### src/rtl/rabg_pipe.sv
module rabg_pipe #(
  parameter int PW        = 10,
  parameter int VW        = 16,
  parameter int SHIFT     = 7,
  parameter int K_WT      = 96,
  parameter int LAMBDA_SQ = 9,
  parameter int VAR_FLOOR = 16
) (
  input  logic          clk,
  input  logic          rst_n,
  input  logic          in_vld,
  input  logic          in_init,
  input  logic [PW-1:0] in_pix,
  input  logic [PW-1:0] in_bg,
  input  logic [VW-1:0] in_var,
  output logic          out_vld,
  output logic [PW-1:0] out_bg,
  output logic [VW-1:0] out_var,
  output logic          out_match
);
  localparam int SQW = 2 * PW;
  localparam int MXW = (SQW > VW) ? SQW : VW;
  localparam int PRW = MXW + SHIFT + 1;
  localparam int LVW = MXW + 9;
  localparam logic [PRW-1:0] KC   = PRW'(K_WT);
  localparam logic [PRW-1:0] NKC  = PRW'((1 << SHIFT) - K_WT);
  localparam logic [LVW-1:0] LC   = LVW'(LAMBDA_SQ);
  localparam logic [PRW-1:0] VCAP = {{(PRW-VW){1'b0}}, {VW{1'b1}}};

  logic          v1, v2, v3, v4, v5, v6;
  logic          i1, i2, i3, i4, i5, i6;
  logic [PW-1:0] p1, p2, p3, p4, p5, p6;
  logic [PW-1:0] b1, b2, b3;
  logic [VW-1:0] q1, q2, q3;
  logic [PW:0]   d2;
  logic [PW-1:0] a3;
  logic [SQW-1:0] sq4;
  logic [PRW-1:0] kb4, np4, kv4, bs5, kv5, ns5, vs6;
  logic [LVW-1:0] lv4;
  logic          lt5, lt6;
  logic [PW-1:0] bn6;
  logic [PRW-1:0] vsh;

  assign vsh = vs6 >> SHIFT;

  always_ff @(posedge clk or negedge rst_n)
    if (!rst_n) {v1, v2, v3, v4, v5, v6, out_vld} <= '0;
    else        {v1, v2, v3, v4, v5, v6, out_vld} <= {in_vld, v1, v2, v3, v4, v5, v6};

  always_ff @(posedge clk) begin
    i1 <= in_vld & in_init; p1 <= in_pix; b1 <= in_bg; q1 <= in_var;
    i2 <= i1; p2 <= p1; b2 <= b1; q2 <= q1;
    d2 <= {1'b0, p1} - {1'b0, b1};
    i3 <= i2; p3 <= p2; b3 <= b2; q3 <= q2;
    a3 <= d2[PW] ? PW'(-d2) : PW'(d2);
    i4 <= i3; p4 <= p3;
    sq4 <= SQW'(a3) * SQW'(a3);
    kb4 <= KC * PRW'(b3);
    np4 <= NKC * PRW'(p3);
    kv4 <= KC * PRW'(q3);
    lv4 <= LC * LVW'(q3);
    i5 <= i4; p5 <= p4;
    bs5 <= kb4 + np4;
    ns5 <= NKC * PRW'(sq4);
    kv5 <= kv4;
    lt5 <= LVW'(sq4) < lv4;
    i6 <= i5; p6 <= p5;
    vs6 <= kv5 + ns5;
    bn6 <= PW'(bs5 >> SHIFT);
    lt6 <= lt5;
    out_bg    <= i6 ? p6 : bn6;
    out_var   <= i6 ? VW'(VAR_FLOOR) : ((vsh > VCAP) ? {VW{1'b1}} : VW'(vsh));
    out_match <= i6 | lt6;
  end

  logic [2:0] age;
  always_ff @(posedge clk or negedge rst_n)
    if (!rst_n)             age <= '0;
    else if (age != 3'd7)   age <= age + 3'd1;

  a_r1_latency: assert property (@(posedge clk) disable iff (!rst_n)
    (age == 3'd7) |-> (out_vld == $past(in_vld, 7)));
  a_r2_steady_bg: assert property (@(posedge clk) disable iff (!rst_n)
    (age == 3'd7 && out_vld && $past(in_pix == in_bg, 7)) |-> (out_bg == $past(in_pix, 7)));
  a_r3_zero_diff_var: assert property (@(posedge clk) disable iff (!rst_n)
    (age == 3'd7 && out_vld && $past(in_pix == in_bg && !in_init, 7)) |-> (out_var <= $past(in_var, 7)));
  a_r4_zero_diff_match: assert property (@(posedge clk) disable iff (!rst_n)
    (age == 3'd7 && out_vld && $past(in_pix == in_bg && in_var != '0, 7)) |-> out_match);
  a_r5_init_seed: assert property (@(posedge clk) disable iff (!rst_n)
    (age == 3'd7 && out_vld && $past(in_init, 7))
      |-> (out_var == VW'(VAR_FLOOR) && out_bg == $past(in_pix, 7) && out_match));
endmodule

### config.mk
export PLATFORM = sky130hd
export DESIGN_NAME = rabg_pipe
export DESIGN_NICKNAME = d
export VERILOG_FILES = /design/src/rtl/rabg_pipe.sv
export SDC_FILE = /design/constraint.sdc
export NUM_CORES = 1
export LEC_CHECK = 0
export ABC_CLOCK_PERIOD_IN_PS = 5000
export CAP_MARGIN = 30
export CORE_MARGIN = 4
export CORE_UTILIZATION = 40
export CTS_CLUSTER_SIZE = 20
export DETAILED_ROUTE_END_ITERATION = 8
export DONT_BUFFER_PORTS = 1
export SYNTH_ARGS = -nofsm -noshare
export SYNTH_HDL_FRONTEND = slang
export SYNTH_SLANG_ARGS = --single-unit
### constraint.sdc
create_clock -name clk -period 5 [get_ports clk]
set_clock_uncertainty 0.1 [all_clocks]
set_input_delay 1 -clock clk [delete_from_list [all_inputs] [get_ports clk]]
set_output_delay 1 -clock clk [all_outputs]
set_load 0.02 [all_outputs]
==> Implementation_results.wiki <==
{| class="wikitable"
! Metric !! Value
|-
| Via count of the first global-routing pass || 8239
|-
| Sinks on Clock Net || 345
|-
| Launching element type of the critical path || flip-flop
|-
| Share of synthesized flip-flops with an asynchronous set or reset || 0.0203
|-
| Slowest cell on crit path || sky130_fd_sc_hd__fa_1
|-
| Setup Total Neg Slack || 0 ps
|-
| Number of flops mapped to enable cells by yosys || 0
|-
| Mapped Avg Cell Area || 11.1 µm²
|-
| Number of cells in the design after placement || 1702
|-
| RR Endpoint || sq4[17]
|-
| First-pass DRT Iterations || 4
|-
| Count of hold buffers inserted by post-cts repair || 0
|-
| Number of failing hold endpoints at the final stage || 0
|-
| Count of antenna diodes in the layout || 0
|-
| Final worst slack || 176 ps
|-
| Cell mode on critical path || sky130_fd_sc_hd__fa_1
|-
| IO buf count || 0
|-
| Mapped Area || 0.0139 mm²
|-
| Total Die Area || 0.0377 mm²
|-
| Result of the run || completed
|-
| Cells along the critical path || nand2_4 -> fa_1 -> fa_1 -> inv_1 -> fa_1 -> fa_1 -> inv_1 -> fa_1 -> inv_1 -> ha_4 -> o21a_1 -> o21ai_2 -> nand2b_1 -> nand2_2 -> nor4b_4 -> nor3_2 -> or3b_1
|-
| Post-DP HPWL || 17500 µm
|-
| Total wire length after detailed routing || 22900 µm
|-
| Largest area contributor in the synthesized netlist || sky130_fd_sc_hd__dfxtp_1
|-
| Vias per cell || 4.55
|-
| Per-cell routed wire length || 12.9 µm
|-
| Slew headroom || 0.648
|-
| Final non-filler cell total || 1768
|-
| Core Rows || 67
|-
| Library cell used as clock root buffer || sky130_fd_sc_hd__clkbuf_16
|-
| Share of final-layout standard cells stronger than drive strength 1 || 0.105
|-
| Sequential cell area fraction in the yosys report || 0.501
|-
| Arrival time worst endpoint || 5130 ps
|-
| Endpoint required time on the critical path || 5310 ps
|-
| Highest net fanout along the worst path || 6
|-
| Clock tree from TritonCTS || done
|-
| Critical Path End Type || flip-flop
|-
| Number of max-capacitance violations reported || 0
|-
| Net count of the finished layout || 1539
|-
| Crit path time final || 4820 ps
|-
| Pin count of the biggest net entering global routing || 23
|-
| Total global-route track usage || 0.124
|-
| Max Root-Sink Buffers || 3
|-
| Clock Latency Late Sink || 530 ps
|-
| Routability Congestion || 0.809
|-
| Setup repair after global routing missed its margin || false
|-
| Antenna Violating Nets Remaining || 0
|-
| Register-to-Register Setup Slack || 180 ps
|-
| Origin of the critical flop-to-flop path || a3[2]
|-
| Slew at the pin with the worst max-slew slack || 522 ps
|-
| Final clock period utilization by the worst path || 0.965
|-
| I/O pin count || 68
|-
| Gate count of the mapped netlist || 1252
|-
| Footprint of the flip-flops and latches || 0.00696 mm²
|-
| Vertical die dimension || 194 µm
|-
| Commonest register cell after synthesis || sky130_fd_sc_hd__dfxtp_1
|-
| CTS HTree Levels || 2
|-
| Initial cell density of the core || 0.409
|-
| Post-Synthesis Net Count || 1496
|-
| Area inside the core boundary || 0.0339 mm²
|-
| Class of the most critical hold timing path || input port to async pin
|-
| Clock buffers created by TritonCTS || 37
|-
| Dominant cells by area after synthesis || sky130_fd_sc_hd__dfxtp_1 49%, sky130_fd_sc_hd__ha_1 14%, sky130_fd_sc_hd__fa_1 7.4%
|-
| Global-route wire length before repair || 39100 µm
|-
| Post-place setup slack || -23.0 ps
|-
| DIE WIDTH || 194 µm
|-
| Worst setup path category || flip-flop to flip-flop
|-
| Logic depth of the worst register-to-register path || 17
|-
| First DRT Iteration DRCs || 265
|-
| Combined area of the multi-input logic cells || 0.00647 mm²
|-
| Largest stage delay on the critical path || 560 ps
|-
| Fill cells || 3108
|-
| Max Clock Freq || 0.207 GHz
|-
| Routed vias || 8048
|-
| Layout-stage area growth over the synthesis result || 14.8%
|-
| Max Transition Viols Final || 0
|-
| Number of library cell types mapped by synthesis || 61
|-
| Clk slew on worst S/H paths || 60 ps
|-
| Number of endpoints failing setup at the final stage || 0
|-
| Yosys warnings || 0
|-
| Number of design rule violations left after detail routing || 0
|-
| Fraction of post-synthesis cell area in the top cell type by area || 0.488
|-
| Global-route congestion overflow total || 0
|-
| Antenna violations before repair || 1
|-
| Count of state elements after synthesis || 345
|-
| Post-Route Hold Slack || 65.9 ps
|}
==> layout by cell type (no fill, tap or decap), types with 31 or more instances in the layout <==
cell type	count
sky130_fd_sc_hd__xnor2_1	64
sky130_fd_sc_hd__a21oi_1	56
sky130_fd_sc_hd__nor2_1	82
sky130_fd_sc_hd__inv_1	140
sky130_fd_sc_hd__fa_1	50
sky130_fd_sc_hd__ha_1	148
sky130_fd_sc_hd__dfxtp_1	331
sky130_fd_sc_hd__clkbuf_16	40
sky130_fd_sc_hd__o21ai_0	31
sky130_fd_sc_hd__nand2_1	53
==> flip-flops by register name, summed over array words and instances, names as in the netlist, 11 cells and up <==
signal	count
d2	11
kb4	12
kv4	18
kv5	18
lv4	19
ns5	19
out_var	16
q1	16
q2	16
q3	16
sq4	19
vs6	19
==> critical path: cells and delay by family (launching register included) <==
| family | cells | cell delay (ps) |
|---|---|---|
| AO/OA/AOI/OAI | 2 | 240 |
| flip-flops | 1 | 390 |
| adder cells (fa/ha/maj) | 6 | 2790 |
| AND/OR/NAND/NOR | 6 | 1030 |
| buffers and inverters | 3 | 160 |
==> final cells by class <==
type,count,area share
sequential,345,0.437
multi-input combinational,749,0.407
clock buffer,52,0.0682
tap,448,0.0352
inverter,141,0.0333
timing repair buffer,21,0.0112
clock inverter,12,0.00802
==> synth_stat cells, types with 4 or more instances <==
cell	count
sky130_fd_sc_hd__o21bai_1	11
sky130_fd_sc_hd__nor2b_1	19
sky130_fd_sc_hd__nand4_1	5
sky130_fd_sc_hd__mux2_2	10
sky130_fd_sc_hd__or2_2	4
sky130_fd_sc_hd__dfrtp_1	7
sky130_fd_sc_hd__xnor2_1	64
sky130_fd_sc_hd__o21a_1	9
sky130_fd_sc_hd__a31oi_1	5
sky130_fd_sc_hd__and3_1	7
sky130_fd_sc_hd__o211ai_1	5
sky130_fd_sc_hd__fa_1	51
sky130_fd_sc_hd__a21oi_1	60
sky130_fd_sc_hd__inv_1	141
sky130_fd_sc_hd__nand2b_1	9
sky130_fd_sc_hd__nor3_1	16
sky130_fd_sc_hd__nand2_1	57
sky130_fd_sc_hd__xor2_1	21
sky130_fd_sc_hd__a21o_1	23
sky130_fd_sc_hd__or3_1	8
sky130_fd_sc_hd__a31o_2	5
sky130_fd_sc_hd__dfxtp_1	338
sky130_fd_sc_hd__ha_1	153
sky130_fd_sc_hd__nand3_1	9
sky130_fd_sc_hd__clkbuf_1	16
sky130_fd_sc_hd__and2_1	31
sky130_fd_sc_hd__o21ai_0	34
sky130_fd_sc_hd__nor2_1	83
==> routing by layer <==
metal	share of wire	global-route usage	up-vias
met4	0.026	0.0422	0
met5	0	0	-
met2	0.46	0.209	89
met1	0.48	0.158	3684
met3	0.034	0.0295	42
li1	-	-	4233
==> per-stage QoR <==
stage | area, µm² | util
3_3_place_gp | 14500 | 0.428
4_1_cts | 15800 | 0.465
3_5_place_dp | 14500 | 0.429
6_report | 15900 | 0.470
2_1_floorplan | 13900 | -
5_1_grt | 15900 | 0.470
==> logic make-up after synthesis <==
logic type,synth area share
flops,0.501
simple gates,0.0952
fa+ha+maj,0.212
compound gates,0.0873
buf+inv,0.0428
xor+xnor,0.0537
mux,0.00884
==> how the worst max path moves through the flow <==
stage	start	to
final	a3[2]	sq4[17]
after global routing	a3[3]	sq4[18]
after CTS	a3[4]	sq4[18]
after detailed placement	a3[2]	sq4[17]
after global placement	a3[2]	sq4[17]
after floorplan	a3[9]	sq4[16]
==> repair_timing <==
action,CTS,global route
buffers inserted,0,2
resized for setup,5,35
pin swaps,1,16
setup endpoints to repair,2,5
cloned,0,0
Power is left out: the tool's default activity adds up to more than one toggle a clock period on the data nets, which glitch-free logic cannot reach.
